**src/rtl/cb_pkg.sv**
```systemverilog
package cb_pkg;
  localparam int CAUSE_W  = 18;
  localparam int SUB_W    = 4;
  localparam int OPC_LIM  = 16;

  typedef enum logic [1:0] {
    ST_IDLE   = 2'd0,
    ST_EXC    = 2'd1,
    ST_ACTIVE = 2'd2,
    ST_CALLOS = 2'd3
  } cb_status_e;

  // Command word field positions.
  localparam int F_START = 0;
  localparam int F_UNMAP = 2;
  localparam int F_INTR  = 3;
  localparam int F_OPC_L = 16;
  localparam int F_OPC_H = 23;

  // Cause bit positions raised by the block itself.
  localparam int C_BADOP = 1;
  localparam int C_UNMAP = 2;

  function automatic logic wants_irq(input logic [31:0] w);
    return w[F_INTR];
  endfunction
endpackage

```
**src/rtl/cb_cmd_check.sv**
```systemverilog
module cb_cmd_check
  import cb_pkg::*;
#(
  parameter int CW  = CAUSE_W,
  parameter int LIM = OPC_LIM
) (
  input  logic [31:0]   word,
  input  logic          priv,
  output logic [CW-1:0] bad_cause
);
  logic [7:0] opc;

  always_comb begin
    opc = word[F_OPC_H:F_OPC_L];
    bad_cause = '0;
    if (32'(opc) >= LIM)        bad_cause[C_BADOP] = 1'b1;
    if (word[F_UNMAP] && !priv) bad_cause[C_UNMAP] = 1'b1;
  end
endmodule

```
**src/rtl/cb_retry_class.sv**
```systemverilog
module cb_retry_class
  import cb_pkg::*;
#(
  parameter int            CW   = CAUSE_W,
  parameter logic [CW-1:0] MASK = CW'((1 << 16) | (1 << 10) | (1 << 9) | (1 << 8))
) (
  input  logic [1:0]    status,
  input  logic [CW-1:0] cause,
  output logic          retryable
);
  always_comb begin
    retryable = (status == ST_EXC) && (|cause) && ((cause & ~MASK) == '0);
  end
endmodule

```
**src/rtl/cb_state_regs.sv**
```systemverilog
module cb_state_regs
  import cb_pkg::*;
#(
  parameter int CW = CAUSE_W,
  parameter int SW = SUB_W
) (
  input  logic          clk,
  input  logic          rst_n,
  input  logic          cmd_we,
  input  logic [31:0]   cmd_wdata,
  input  logic [CW-1:0] bad_cause,
  input  logic          exec_done,
  input  logic          exec_err,
  input  logic [CW-1:0] exec_cause,
  input  logic [SW-1:0] exec_sub,
  output logic [1:0]    status,
  output logic [SW-1:0] sub,
  output logic [CW-1:0] cause,
  output logic          ovr,
  output logic [31:0]   cmd,
  output logic          go,
  output logic          irq
);
  cb_status_e    st_q, st_n;
  logic [SW-1:0] sub_q, sub_n;
  logic [CW-1:0] cause_q, cause_n;
  logic          ovr_q, ovr_n;
  logic [31:0]   cmd_q, cmd_n;
  logic          go_n, irq_n, go_q, irq_q;
  logic          busy, accept;

  always_comb begin
    busy    = (st_q == ST_ACTIVE);
    accept  = cmd_we && cmd_wdata[F_START] && !busy;
    st_n    = st_q;
    sub_n   = sub_q;
    cause_n = cause_q;
    ovr_n   = ovr_q;
    cmd_n   = cmd_q;
    go_n    = 1'b0;
    irq_n   = 1'b0;

    if (cmd_we && !busy) cmd_n = cmd_wdata;
    if (cmd_we && cmd_wdata[F_START] && busy) ovr_n = 1'b1;

    if (accept) begin
      ovr_n = 1'b0;
      sub_n = '0;
      if (|bad_cause) begin
        st_n    = ST_EXC;
        cause_n = bad_cause;
        irq_n   = wants_irq(cmd_wdata);
      end else begin
        st_n    = ST_ACTIVE;
        cause_n = '0;
        go_n    = 1'b1;
      end
    end else if (busy && exec_err) begin
      st_n    = (|exec_cause) ? ST_EXC : ST_CALLOS;
      cause_n = exec_cause;
      sub_n   = exec_sub;
      irq_n   = wants_irq(cmd_q);
    end else if (busy && exec_done) begin
      st_n  = ST_IDLE;
      sub_n = exec_sub;
      irq_n = wants_irq(cmd_q);
    end
  end

  always_ff @(posedge clk or negedge rst_n) begin
    if (!rst_n) begin
      st_q    <= ST_IDLE;
      sub_q   <= '0;
      cause_q <= '0;
      ovr_q   <= 1'b0;
      cmd_q   <= '0;
      go_q    <= 1'b0;
      irq_q   <= 1'b0;
    end else begin
      st_q    <= st_n;
      sub_q   <= sub_n;
      cause_q <= cause_n;
      ovr_q   <= ovr_n;
      cmd_q   <= cmd_n;
      go_q    <= go_n;
      irq_q   <= irq_n;
    end
  end

  assign status = st_q;
  assign sub    = sub_q;
  assign cause  = cause_q;
  assign ovr    = ovr_q;
  assign cmd    = cmd_q;
  assign go     = go_q;
  assign irq    = irq_q;
endmodule

```
**src/rtl/cb_sequencer.sv**
```systemverilog
module cb_sequencer
  import cb_pkg::*;
#(
  parameter int CW = CAUSE_W,
  parameter int SW = SUB_W
) (
  input  logic          clk,
  input  logic          rst_n,
  input  logic          cmd_we,
  input  logic [31:0]   cmd_wdata,
  input  logic          priv,
  input  logic          exec_done,
  input  logic          exec_err,
  input  logic [CW-1:0] exec_cause,
  input  logic [SW-1:0] exec_sub,
  output logic          exec_go,
  output logic          irq,
  output logic [31:0]   cmd_word,
  output logic [31:0]   rd_data
);
  localparam int P_SUB   = 2;
  localparam int P_CAUSE = P_SUB + SW;
  localparam int P_RETRY = P_CAUSE + CW;
  localparam int P_OVR   = P_RETRY + 1;
  localparam int USED    = P_OVR + 1;

  logic [1:0]    rst_sync;
  logic          rst_i;
  logic [CW-1:0] bad_cause, cause;
  logic [SW-1:0] sub;
  logic [1:0]    status;
  logic          ovr, retry;

  // Reset asserts at once, releases two edges later.
  always_ff @(posedge clk or negedge rst_n) begin
    if (!rst_n) rst_sync <= 2'b00;
    else        rst_sync <= {rst_sync[0], 1'b1};
  end
  assign rst_i = rst_sync[1];

  cb_cmd_check #(.CW(CW)) u_chk (
    .word(cmd_wdata), .priv(priv), .bad_cause(bad_cause)
  );

  cb_state_regs #(.CW(CW), .SW(SW)) u_regs (
    .clk(clk), .rst_n(rst_i), .cmd_we(cmd_we), .cmd_wdata(cmd_wdata),
    .bad_cause(bad_cause), .exec_done(exec_done), .exec_err(exec_err),
    .exec_cause(exec_cause), .exec_sub(exec_sub), .status(status),
    .sub(sub), .cause(cause), .ovr(ovr), .cmd(cmd_word),
    .go(exec_go), .irq(irq)
  );

  cb_retry_class #(.CW(CW)) u_cls (
    .status(status), .cause(cause), .retryable(retry)
  );

  always_comb begin
    rd_data = '0;
    rd_data[1:0]                 = status;
    rd_data[P_CAUSE-1:P_SUB]     = sub;
    rd_data[P_RETRY-1:P_CAUSE]   = cause;
    rd_data[P_RETRY]             = retry;
    rd_data[USED-1]              = ovr;
  end
endmodule

```
**config.mk**
```make
export PLATFORM = sky130hd
export DESIGN_NAME = cb_sequencer
export DESIGN_NICKNAME = d
export VERILOG_FILES = /design/src/rtl/cb_pkg.sv /design/src/rtl/cb_cmd_check.sv /design/src/rtl/cb_retry_class.sv /design/src/rtl/cb_state_regs.sv /design/src/rtl/cb_sequencer.sv
export SDC_FILE = /design/constraint.sdc
export NUM_CORES = 1
export LEC_CHECK = 0
export BUFFER_PORTS_ARGS = -buffer_cell sky130_fd_sc_hd__buf_4
export CAP_MARGIN = 20
export CORE_MARGIN = 2
export CORE_UTILIZATION = 50
export CTS_CLUSTER_DIAMETER = 150
export CTS_CLUSTER_SIZE = 30
export DETAILED_ROUTE_END_ITERATION = 12
export MAX_ROUTING_LAYER = met4
export PLACE_DENSITY = 0.85
export SLEW_MARGIN = 20
export SYNTH_ARGS = -nofsm -noshare
export SYNTH_HDL_FRONTEND = slang
export SYNTH_HIERARCHICAL = 1
export SYNTH_SLANG_ARGS = --single-unit
export TNS_END_PERCENT = 20
```
**constraint.sdc**
```tcl
create_clock -name clk -period 4.1 [get_ports clk]
set_clock_uncertainty 0.1 [all_clocks]
set_input_delay 0.82 -clock clk [delete_from_list [all_inputs] [get_ports clk]]
set_output_delay 0.82 -clock clk [all_outputs]
set_load 0.005 [all_outputs]
```
==> results of run 1 <==
-- through the flow --
stage	cells	hold slack, ns
6_report	424	0.02625
5_1_grt	424	0.05418
4_1_cts	424	0.03456
3_5_place_dp	409	0.02342
3_3_place_gp	409	0.02748
2_1_floorplan	247	0.2312
-- state kept, by name, indices dropped and copies added, names as in the netlist --
signal and cells:
u_regs/status 2, u_regs/sub 4, u_regs/go 1, u_regs/cause 18, u_regs/ovr 1, rst_sync 2, u_regs/cmd 32, u_regs/irq 1
-- kinds of logic (layout without fill, tap and decap cells) --
| family | Yosys count | in the layout | synth area share, % |
|---|---|---|---|
| compound gates | 28 | 28 | 6.165 |
| mux | 50 | 50 | 19.54 |
| simple gates | 52 | 52 | 10.38 |
| buf+inv | 33 | 138 | 8.205 |
| other cells | 3 | 23 | 0.4079 |
| flops | 61 | 61 | 55.30 |
-- power by group --
group | internal [mW] | leakage [nW] | total (mW) | switching, mW
combinational | 0.147 | 1.12 | 0.238 | 0.0911
clock | 0.247 | 0.0893 | 0.462 | 0.215
sequential | 0.657 | 0.739 | 0.698 | 0.0406
total | 1.05 | 1.94 | 1.40 | 0.347
-- routing by layer --
layer / share of wire [%] / global-route usage, %
met1: 41 / 28.26
met2: 52 / 36.55
met3: 5.8 / 5.747
met4: 1.2 / 7.895
met5: 0 / -
-- cell type report --
class                           count  area, um2
Tap cell                           72      90.09
Fill cell                         417       1610
Clock inverter                      2      10.01
Timing Repair Buffer              123      923.4
Sequential cell                    61       1528
Clock buffer                       13      158.9
Multi-Input combinational cell    153       1085
-- layout by cell type (no fill, tap or decap), types with 4 or more instances in the layout --
cell      count
buf_4       123
dfrtp_1      60
mux2_2       31
nand2_1      25
conb_1       23
o21ai_0      21
mux2i_1      19
clkbuf_8     11
nor4_1        9
nor2_1        4
a22o_1        4
-- worst paths after layout --
| path | start | depth (start not counted) | endpoint |
|---|---|---|---|
| setup / recovery | u_regs/cause[13]$_DFFE_PN0P_ | 4 | rd_data[24] |
| hold / removal | rst_sync[1]$_DFF_PN0_ | 0 | u_regs/cmd[18]$_DFFE_PN0P_ |
| hold reg to reg | rst_sync[1]$_DFF_PN0_ | 0 | u_regs/cmd[18]$_DFFE_PN0P_ |
| setup reg to reg | u_regs/status[0]$_DFFE_PN0P_ | 4 | u_regs/status[1]$_DFFE_PN0P_ |
| max in group asynchronous | rst_sync[1]$_DFF_PN0_ | 1 | u_regs/cause[4]$_DFFE_PN0P_ |
| min in group clk | rst_sync[0]$_DFF_PN0_ | 0 | rst_sync[1]$_DFF_PN0_ |
==> results.py, run 1 <==
metrics = {
    "sta": {
        "tightestPinTransition_ns": 0.6509,
        "fin_crit_ns": 2.419,
        "setup_viol": 0,
        "rsz0062_at_grt": "false",
        "relSlewSlack_pct": 56.47,
        "slew_violations": 0,
        "finalCritPeriodShare_pct": 59.00,
        "max_freq_mhz": 413.4,
        "fin_setup_tns_ns": 0,
        "hold_viol_final": 0,
        "worst_slack_ns": 1.681,
    },
    "routing": {
        "drt_first_pass_iters": 4,
        "ant_nets": 0,
        "vias": 2081,
        "drt-wirelength-per-cell_um": 15.33,
        "drc": 0,
        "routed_wl_um": 6499,
        "drt-initial-drc-count": 135,
        "viasPerCell": 4.908,
    },
    "logic_synthesis": {
        "synth.most_common_cell": "dfrtp_1",
        "synth.distinct_cells": 27,
        "syn_inst": 227,
        "avgSynthCellArea_um2": 12.16,
        "netlist_area_um2": 2760,
        "yosysSeqAreaShare_pct": 55.30,
        "ys_warn_count": 6,
        "synth_edf_count": 0,
        "synth_ff_type": "dfrtp_1",
        "synth_top_area_cell": "dfrtp_1",
        "ys_ff_latch": 61,
        "async_flop_share_pct": 100.0,
        "synth_common_cells": "dfrtp_1, mux2_2, buf_4, nand2_1, o21ai_0",
        "synth_top_area_share_pct": 55.30,
        "synth_top_cells_by_area": "dfrtp_1, mux2_2, mux2i_1",
    },
    "worst_hold_path": {
        "worstHoldPathType": "flip-flop to asynchronous set/reset pin",
    },
    "grt": {
        "grt_start_max_net_pins": 50,
        "grt_pass1_vias": 2139,
        "antenna_found_initial": 0,
        "grt_usage_pct": 22.72,
        "grt_pass1_wl_um": 10280,
        "overflow": 0,
    },
    "worst_setup_path": {
        "critical_path_buf_inv_count": 1,
        "rrSetupSlack_ns": 2.08,
        "path_class": "flip-flop to primary output",
        "required_ns": 3.18,
        "worstPathArrival_ns": 1.50,
        "cpPeakStageDelay_ns": 0.41,
        "cp_top_family": "simple AND/OR/NAND/NOR gates",
        "cp_cell_sequence": "nor4b_2 > nand2_1 > nor3_1 > buf_4",
        "startpoint_type": "flip-flop",
        "cp_max_fo": 3,
        "crit_path_top_delay_cell": "dfrtp_1",
        "end_kind": "primary output",
    },
    "clock_network": {
        "numClockSinks": 61,
        "cts_resized": 0,
        "clkSlewWorstSetupHoldPaths_ns": 0.06,
        "h-tree-depth": 3,
        "cts_tree": "built",
        "cts_root_buf": "clkbuf_8",
        "cts_setup_buffers": 0,
        "ctsHoldBuffers": 0,
        "clkLatencyLatePin_ns": 0.33,
        "clockBufferDepth": 2,
        "cts_buffers": 9,
    },
    "flow_run": {
        "maxCapViolCount": 0,
    },
    "die": {
        "core-area_um2": 5405,
        "initial_core_util_pct": 51.06,
        "rows": 27,
        "pin_count": 126,
        "dieArea_um2": 6131,
        "die_w_um": 78.30,
        "die_y_um": 78.30,
    },
    "run_status": {
        "run_status": "finished clean",
    },
    "power_and_ir_drop": {
        "ir_worst_vdd_v": 0.0002669,
        "power.total_mw": 1.398,
        "p_leak_nw": 1.944,
        "powerDensity_nw_per_um2": 368.5,
    },
    "placed_design": {
        "place_congestion": 0.8129,
        "post_dp_cell_area_um2": 3626,
        "portBuffers": 119,
        "dpl_worst_slack_ns": 1.659,
        "dp_hpwl_um": 4937,
    },
    "finish": {
        "syn2layout_area_growth_pct": 37.49,
        "drive_gt1_share_pct": 49.43,
        "fin_area_um2": 3795,
        "final_util_pct": 70.21,
        "antenna_cells": 0,
        "fin_nets": 408,
    },
}
Note: power is estimated with default switching activity, not from simulation.
==> run 2, diff against run 1 <==
- CORE_UTILIZATION: 50 -> 42
- PLACE_DENSITY: 0.85 -> 0.76
- clock period: 4.1 -> 2.1 ns (I/O delays scaled with it)
==> run 2 against run 1 <==
Effect of this change:
- wire length shrank 0.15%
- largest cell class unchanged
- combinational power grew 97%
- final cell count grew 1.9%
- non-clock buffer count grew 2
- setup slack lost 1.6 ns
- critical endpoint unchanged
- cell area grew 2.1%
- highest routed layer unchanged
- power grew 110%
- via count grew 0.38%
==> results.py, run 2 (synthesis results as in run 1) <==
metrics = {
    "power_and_ir_drop": {
        "p_leak_nw": 1.964,
        "powerDensity_nw_per_um2": 740.8,
        "ir_worst_vdd_v": 0.0005748,
    },
    "sta": {
        "slew_violations": 0,
        "max_freq_mhz": 491.0,
        "finalCritPeriodShare_pct": 96.98,
        "fin_setup_tns_ns": 0,
        "rsz0062_at_grt": "false",
        "setup_viol": 0,
        "relSlewSlack_pct": 59.00,
        "tightestPinTransition_ns": 0.6149,
        "fin_crit_ns": 2.037,
        "hold_viol_final": 0,
    },
    "clock_network": {
        "clkSlewWorstSetupHoldPaths_ns": 0.08,
        "clockBufferDepth": 2,
        "h-tree-depth": 3,
        "cts_root_buf": "clkbuf_8",
        "clkLatencyLatePin_ns": 0.33,
        "numClockSinks": 61,
        "cts_buffers": 9,
        "cts_tree": "built",
    },
    "die": {
        "dieArea_um2": 7236,
        "pin_count": 126,
        "initial_core_util_pct": 43.47,
        "rows": 29,
        "die_w_um": 85.07,
        "die_y_um": 85.07,
        "core-area_um2": 6350,
    },
    "routing": {
        "vias": 2089,
        "drt-wirelength-per-cell_um": 15.02,
        "drt-initial-drc-count": 104,
        "ant_nets": 0,
        "drc": 0,
        "drt_first_pass_iters": 4,
        "viasPerCell": 4.836,
        "routed_wl_um": 6489,
    },
    "worst_setup_path": {
        "crit_start": "u_regs/cause[13]$_DFFE_PN0P_",
        "worstPathArrival_ns": 1.52,
        "crit_end": "rd_data[24]",
        "cp_cell_sequence": "nor4b_2 > nand2_1 > nor3_1 > buf_4",
        "r2r-start": "u_regs/status[0]$_DFFE_PN0P_",
        "rrSetupSlack_ns": 0.47,
        "end_kind": "primary output",
        "crit_path_top_delay_cell": "dfrtp_1",
        "critical_path_buf_inv_count": 1,
        "reg2reg_depth": 4,
        "cp_num_cells": 4,
        "path_class": "flip-flop to primary output",
        "required_ns": 1.58,
        "cp_top_family": "simple AND/OR/NAND/NOR gates",
        "r2r_end": "u_regs/sub[1]$_DFFE_PN0P_",
        "startpoint_type": "flip-flop",
        "cp_max_fo": 3,
        "cpPeakStageDelay_ns": 0.41,
    },
    "finish": {
        "largest_reg_flops": 32,
        "antenna_cells": 0,
        "drive_gt1_share_pct": 50.14,
        "final_util_pct": 61.00,
        "fin_nets": 410,
        "most-common-layout-cells": "buf_4, dfrtp_1, mux2_2",
        "syn2layout_area_growth_pct": 40.34,
        "final_common_cell": "buf_4",
    },
    "placed_design": {
        "portBuffers": 119,
        "dp_hpwl_um": 4959,
        "place_congestion": 0.8401,
    },
    "grt": {
        "overflow": 0,
        "grt_pass1_vias": 2096,
        "antenna_found_initial": 0,
        "grt_usage_pct": 18.62,
        "grt_pass1_wl_um": 10190,
        "grt_start_max_net_pins": 37,
    },
    "flow_run": {
        "maxCapViolCount": 0,
    },
    "run_status": {
        "run_status": "finished clean",
    },
    "worst_hold_path": {
        "worstHoldPathType": "flip-flop to asynchronous set/reset pin",
    },
}
-- run 2: cell types whose count changed in the layout (fill, tap and decap cells not counted) --
cell	delta
clkbuf_1	-2
inv_6	+1
clkinv_2	-1
dlygate4sd3_1	+1
bufinv_16	+1
clkbuf_8	-2
buf_4	-1
buf_12	+2
clkinv_4	+1
clkinvlp_4	+3
-- run 2: layout make-up --
class / count / area (um2)
fill: 547 / 2476
sequential: 61 / 1528
multi-input combinational: 153 / 1085
timing repair buffer: 125 / 965.9
clock buffer: 9 / 123.9
tap: 77 / 96.34
clock inverter: 7 / 75.07
-- run 2: worst min-delay path by stage --
stage / from / to / slack [ns]
after floorplan: rst_n / rst_sync[0]$_DFF_PN0_ / 0.02
after global placement: rst_n / rst_sync[0]$_DFF_PN0_ / 0.10
after detailed placement: rst_n / rst_sync[0]$_DFF_PN0_ / 0.10
after CTS: rst_sync[1]$_DFF_PN0_ / u_regs/cmd[29]$_DFFE_PN0P_ / 0.20
after global routing: cmd_wdata[1] / u_regs/cmd[1]$_DFFE_PN0P_ / 0.19
final: rst_sync[1]$_DFF_PN0_ / u_regs/cmd[4]$_DFFE_PN0P_ / 0.19
-- run 2: metrics by stage --
step	setup slack (ns)	instance area [um2]	power, mW	hold slack [ns]	cells
finish	0.06346	3874	2.870	0.1879	432
global route	0.003137	3874	3.002	0.1930	432
CTS	0.06425	3874	2.896	0.2005	432
detailed placement	0.06324	3665	1.859	0.1039	415
global placement	0.08132	3665	1.846	0.1025	415
floorplan	0.1758	2835	1.575	0.02441	247
-- run 2: per-layer routing --
metal | vias to the layer above | part of all wire [%] | wire length (um) | global-route usage (%)
met5 | - | 0 | 0 | -
met1 | 1011 | 41 | 2670 | 22.42
met3 | 12 | 4.8 | 310 | 4.280
met4 | 0 | 1.9 | 122 | 8.225
met2 | 62 | 52 | 3385 | 29.97
li1 | 1004 | - | - | -
-- run 2: power by group --
part	total, mW	internal (mW)	switching [mW]
Clock	1.04	0.551	0.485
Combinational	0.468	0.294	0.174
Sequential	1.37	1.28	0.0836
Total	2.87	2.13	0.743
-- run 2: timing repair --
action	4_1_cts	5_1_grt
hold endpoints to repair	2	0
buffers inserted	0	0
gates resized for setup	0	0
hold buffers	1	0
==> run 3, diff against run 2 <==
- ABC_AREA: unset -> 1
- CORE_UTILIZATION: 42 -> 44
- PLACE_DENSITY: 0.76 -> 0.77
==> run 3 against run 2 <==
Effect of this change:
- flip-flop and latch count did not move
- core utilization fell by 0.36 points
- die area rose by 5.6%
- sequential share of layout area fell by 2.2 points
- area after synthesis rose by 11%
- setup slack improved by 0.10 ns
- largest power group unchanged
==> results.py, run 3 <==
metrics = {
    "run_status": {
        "run_status": "finished clean",
    },
    "sta": {
        "worst_slack_ns": 0.1648,
        "rsz0062_at_grt": "false",
        "hold_viol_final": 0,
        "relSlewSlack_pct": 39.99,
        "setup_viol": 0,
        "tightestPinTransition_ns": 0.8992,
        "hold_slack_ns": 0.1646,
        "finalCritPeriodShare_pct": 92.15,
        "fin_setup_tns_ns": 0,
        "slew_violations": 0,
        "fin_crit_ns": 1.935,
        "max_freq_mhz": 516.7,
    },
    "logic_synthesis": {
        "synth.most_common_cell": "nand2_1",
        "synth_top_area_cell": "dfrtp_1",
        "synth_common_cells": "nand2_1, dfrtp_1, nor2_1",
        "synth_edf_count": 0,
        "ys_warn_count": 6,
        "yosysSeqAreaShare_pct": 49.88,
        "synth_top_area_share_pct": 49.88,
        "synth_ff_type": "dfrtp_1",
        "async_flop_share_pct": 100.0,
        "syn_inst": 374,
        "avgSynthCellArea_um2": 8.183,
        "ys_ff_latch": 61,
        "synth_top_cells_by_area": "dfrtp_1, nand2_1, buf_4",
        "synth.distinct_cells": 24,
        "netlist_area_um2": 3060,
    },
    "worst_setup_path": {
        "r2r_end": "u_regs/cmd[31]$_DFFE_PN0P_",
        "rrSetupSlack_ns": 0.35,
        "end_kind": "primary output",
        "path_class": "flip-flop to primary output",
        "worstPathArrival_ns": 1.42,
        "startpoint_type": "flip-flop",
        "reg2reg_depth": 6,
        "r2r-start": "u_regs/status[0]$_DFFE_PN0P_",
        "crit_end": "rd_data[24]",
        "crit_start": "u_regs/status[1]$_DFFE_PN0P_",
        "cp_max_fo": 5,
        "required_ns": 1.58,
    },
    "finish": {
        "antenna_cells": 0,
        "fin_nets": 551,
        "final_common_cell": "nand2_1",
        "fin_cells": 576,
        "syn2layout_area_growth_pct": 33.89,
        "largest_reg_flops": 32,
        "drive_gt1_share_pct": 34.88,
        "most-common-layout-cells": "nand2_1, buf_4, dfrtp_1",
        "fin_area_um2": 4098,
    },
    "routing": {
        "ant_nets": 0,
        "viasPerCell": 4.693,
        "drc": 0,
        "drt_first_pass_iters": 4,
        "drt-initial-drc-count": 140,
        "routed_wl_um": 7596,
        "drt-wirelength-per-cell_um": 13.19,
        "vias": 2703,
    },
    "clock_network": {
        "clkSlewWorstSetupHoldPaths_ns": 0.08,
        "h-tree-depth": 3,
        "cts_tree": "built",
        "clockBufferDepth": 2,
        "clkLatencyLatePin_ns": 0.33,
        "numClockSinks": 61,
        "cts_buffers": 9,
        "cts_root_buf": "clkbuf_8",
    },
    "die": {
        "rows": 30,
        "core-area_um2": 6756,
        "die_y_um": 87.40,
        "pin_count": 126,
        "die_w_um": 87.40,
        "initial_core_util_pct": 45.30,
        "dieArea_um2": 7639,
    },
    "power_and_ir_drop": {
        "powerDensity_nw_per_um2": 747.3,
        "p_leak_nw": 2.230,
        "ir_worst_vdd_v": 0.0003109,
    },
    "grt": {
        "grt_start_max_net_pins": 33,
        "grt_usage_pct": 20.78,
        "grt_pass1_vias": 2610,
        "overflow": 0,
        "grt_pass1_wl_um": 12120,
        "antenna_found_initial": 0,
    },
    "placed_design": {
        "placed_cells": 559,
        "post_dp_cell_area_um2": 3865,
        "portBuffers": 119,
        "place_congestion": 0.8085,
        "dp_hpwl_um": 5568,
        "dpl_worst_slack_ns": 0.3368,
    },
    "worst_hold_path": {
        "worstHoldPathType": "input pin to flip-flop",
    },
    "flow_run": {
        "maxCapViolCount": 0,
    },
}
-- run 3: cell types whose count changed after synthesis, sizes merged, moves of 16 or more --
cell   change
nor2      +54
mux2i     -19
mux2      -31
inv       +16
a21oi     +16
nand2    +131
-- run 3: worst max-delay path, cell delays in order (launching register included) --
cell and delay [ns]:
dfrtp_1 0.47, nor2_1 0.18, nand2_1 0.08, nor2_2 0.08
nand2_1 0.05, nor2_1 0.10, buf_4 0.12
-- run 3: routing by layer --
layer,share of wire [%],track usage [%]
met3,5.4,4.076
met2,51,32.37
met1,42,27.03
met4,1.6,7.413
met5,0,-
-- run 3: area by class of cell --
class                   count  area (um2)
fillers                   597        2659
flip-flops and latches     61        1528
repair buffers            122       930.9
inverters                  16       62.56
multi-input cells         281        1254
clock inverters             7       98.84
clock buffers               9       123.9
well taps                  80       100.1
-- run 3: logic make-up after synthesis --
| group | count (synthesis) | share of synthesized area, % |
|---|---|---|
| other | 3 | 0.3679 |
| flip-flops | 61 | 49.88 |
| AND/OR/NAND/NOR | 223 | 29.97 |
| AO/OA/AOI/OAI | 35 | 8.176 |
| buffers and inverters | 52 | 11.61 |
-- run 3: timing repair --
action                                 CTS  global route
setup buffers                            0             0
endpoints found under the hold margin    2             0
hold buffers                             1             0
gates resized for setup                  0             0
-- run 3: metrics by stage --
stage	power [mW]	util (%)
3_5_place_dp	1.918	57.20
6_report	3.062	60.65
2_1_floorplan	1.640	-
3_3_place_gp	1.903	57.20
4_1_cts	3.093	60.65
5_1_grt	3.216	60.65
-- run 3: power by group --
| part | internal (mW) | switching, mW |
|---|---|---|
| sequential | 1.28 | 0.0895 |
| combinational | 0.280 | 0.247 |
| clock | 0.673 | 0.491 |
| total | 2.23 | 0.828 |
-- run 3: worst min-delay path by stage --
| stage | startpoint | to | slack (ns) | cells past startpoint |
|---|---|---|---|---|
| final | cmd_wdata[10] | u_regs/cmd[10]$_DFFE_PN0P_ | 0.16 | 3 |
| after global routing | cmd_wdata[9] | u_regs/cmd[9]$_DFFE_PN0P_ | 0.16 | 3 |
| after CTS | cmd_wdata[10] | u_regs/cmd[10]$_DFFE_PN0P_ | 0.15 | 3 |
| after detailed placement | rst_n | rst_sync[0]$_DFF_PN0_ | 0.10 | 1 |
| after global placement | rst_n | rst_sync[0]$_DFF_PN0_ | 0.10 | 1 |
| after floorplan | rst_n | rst_sync[0]$_DFF_PN0_ | 0.02 | 0 |
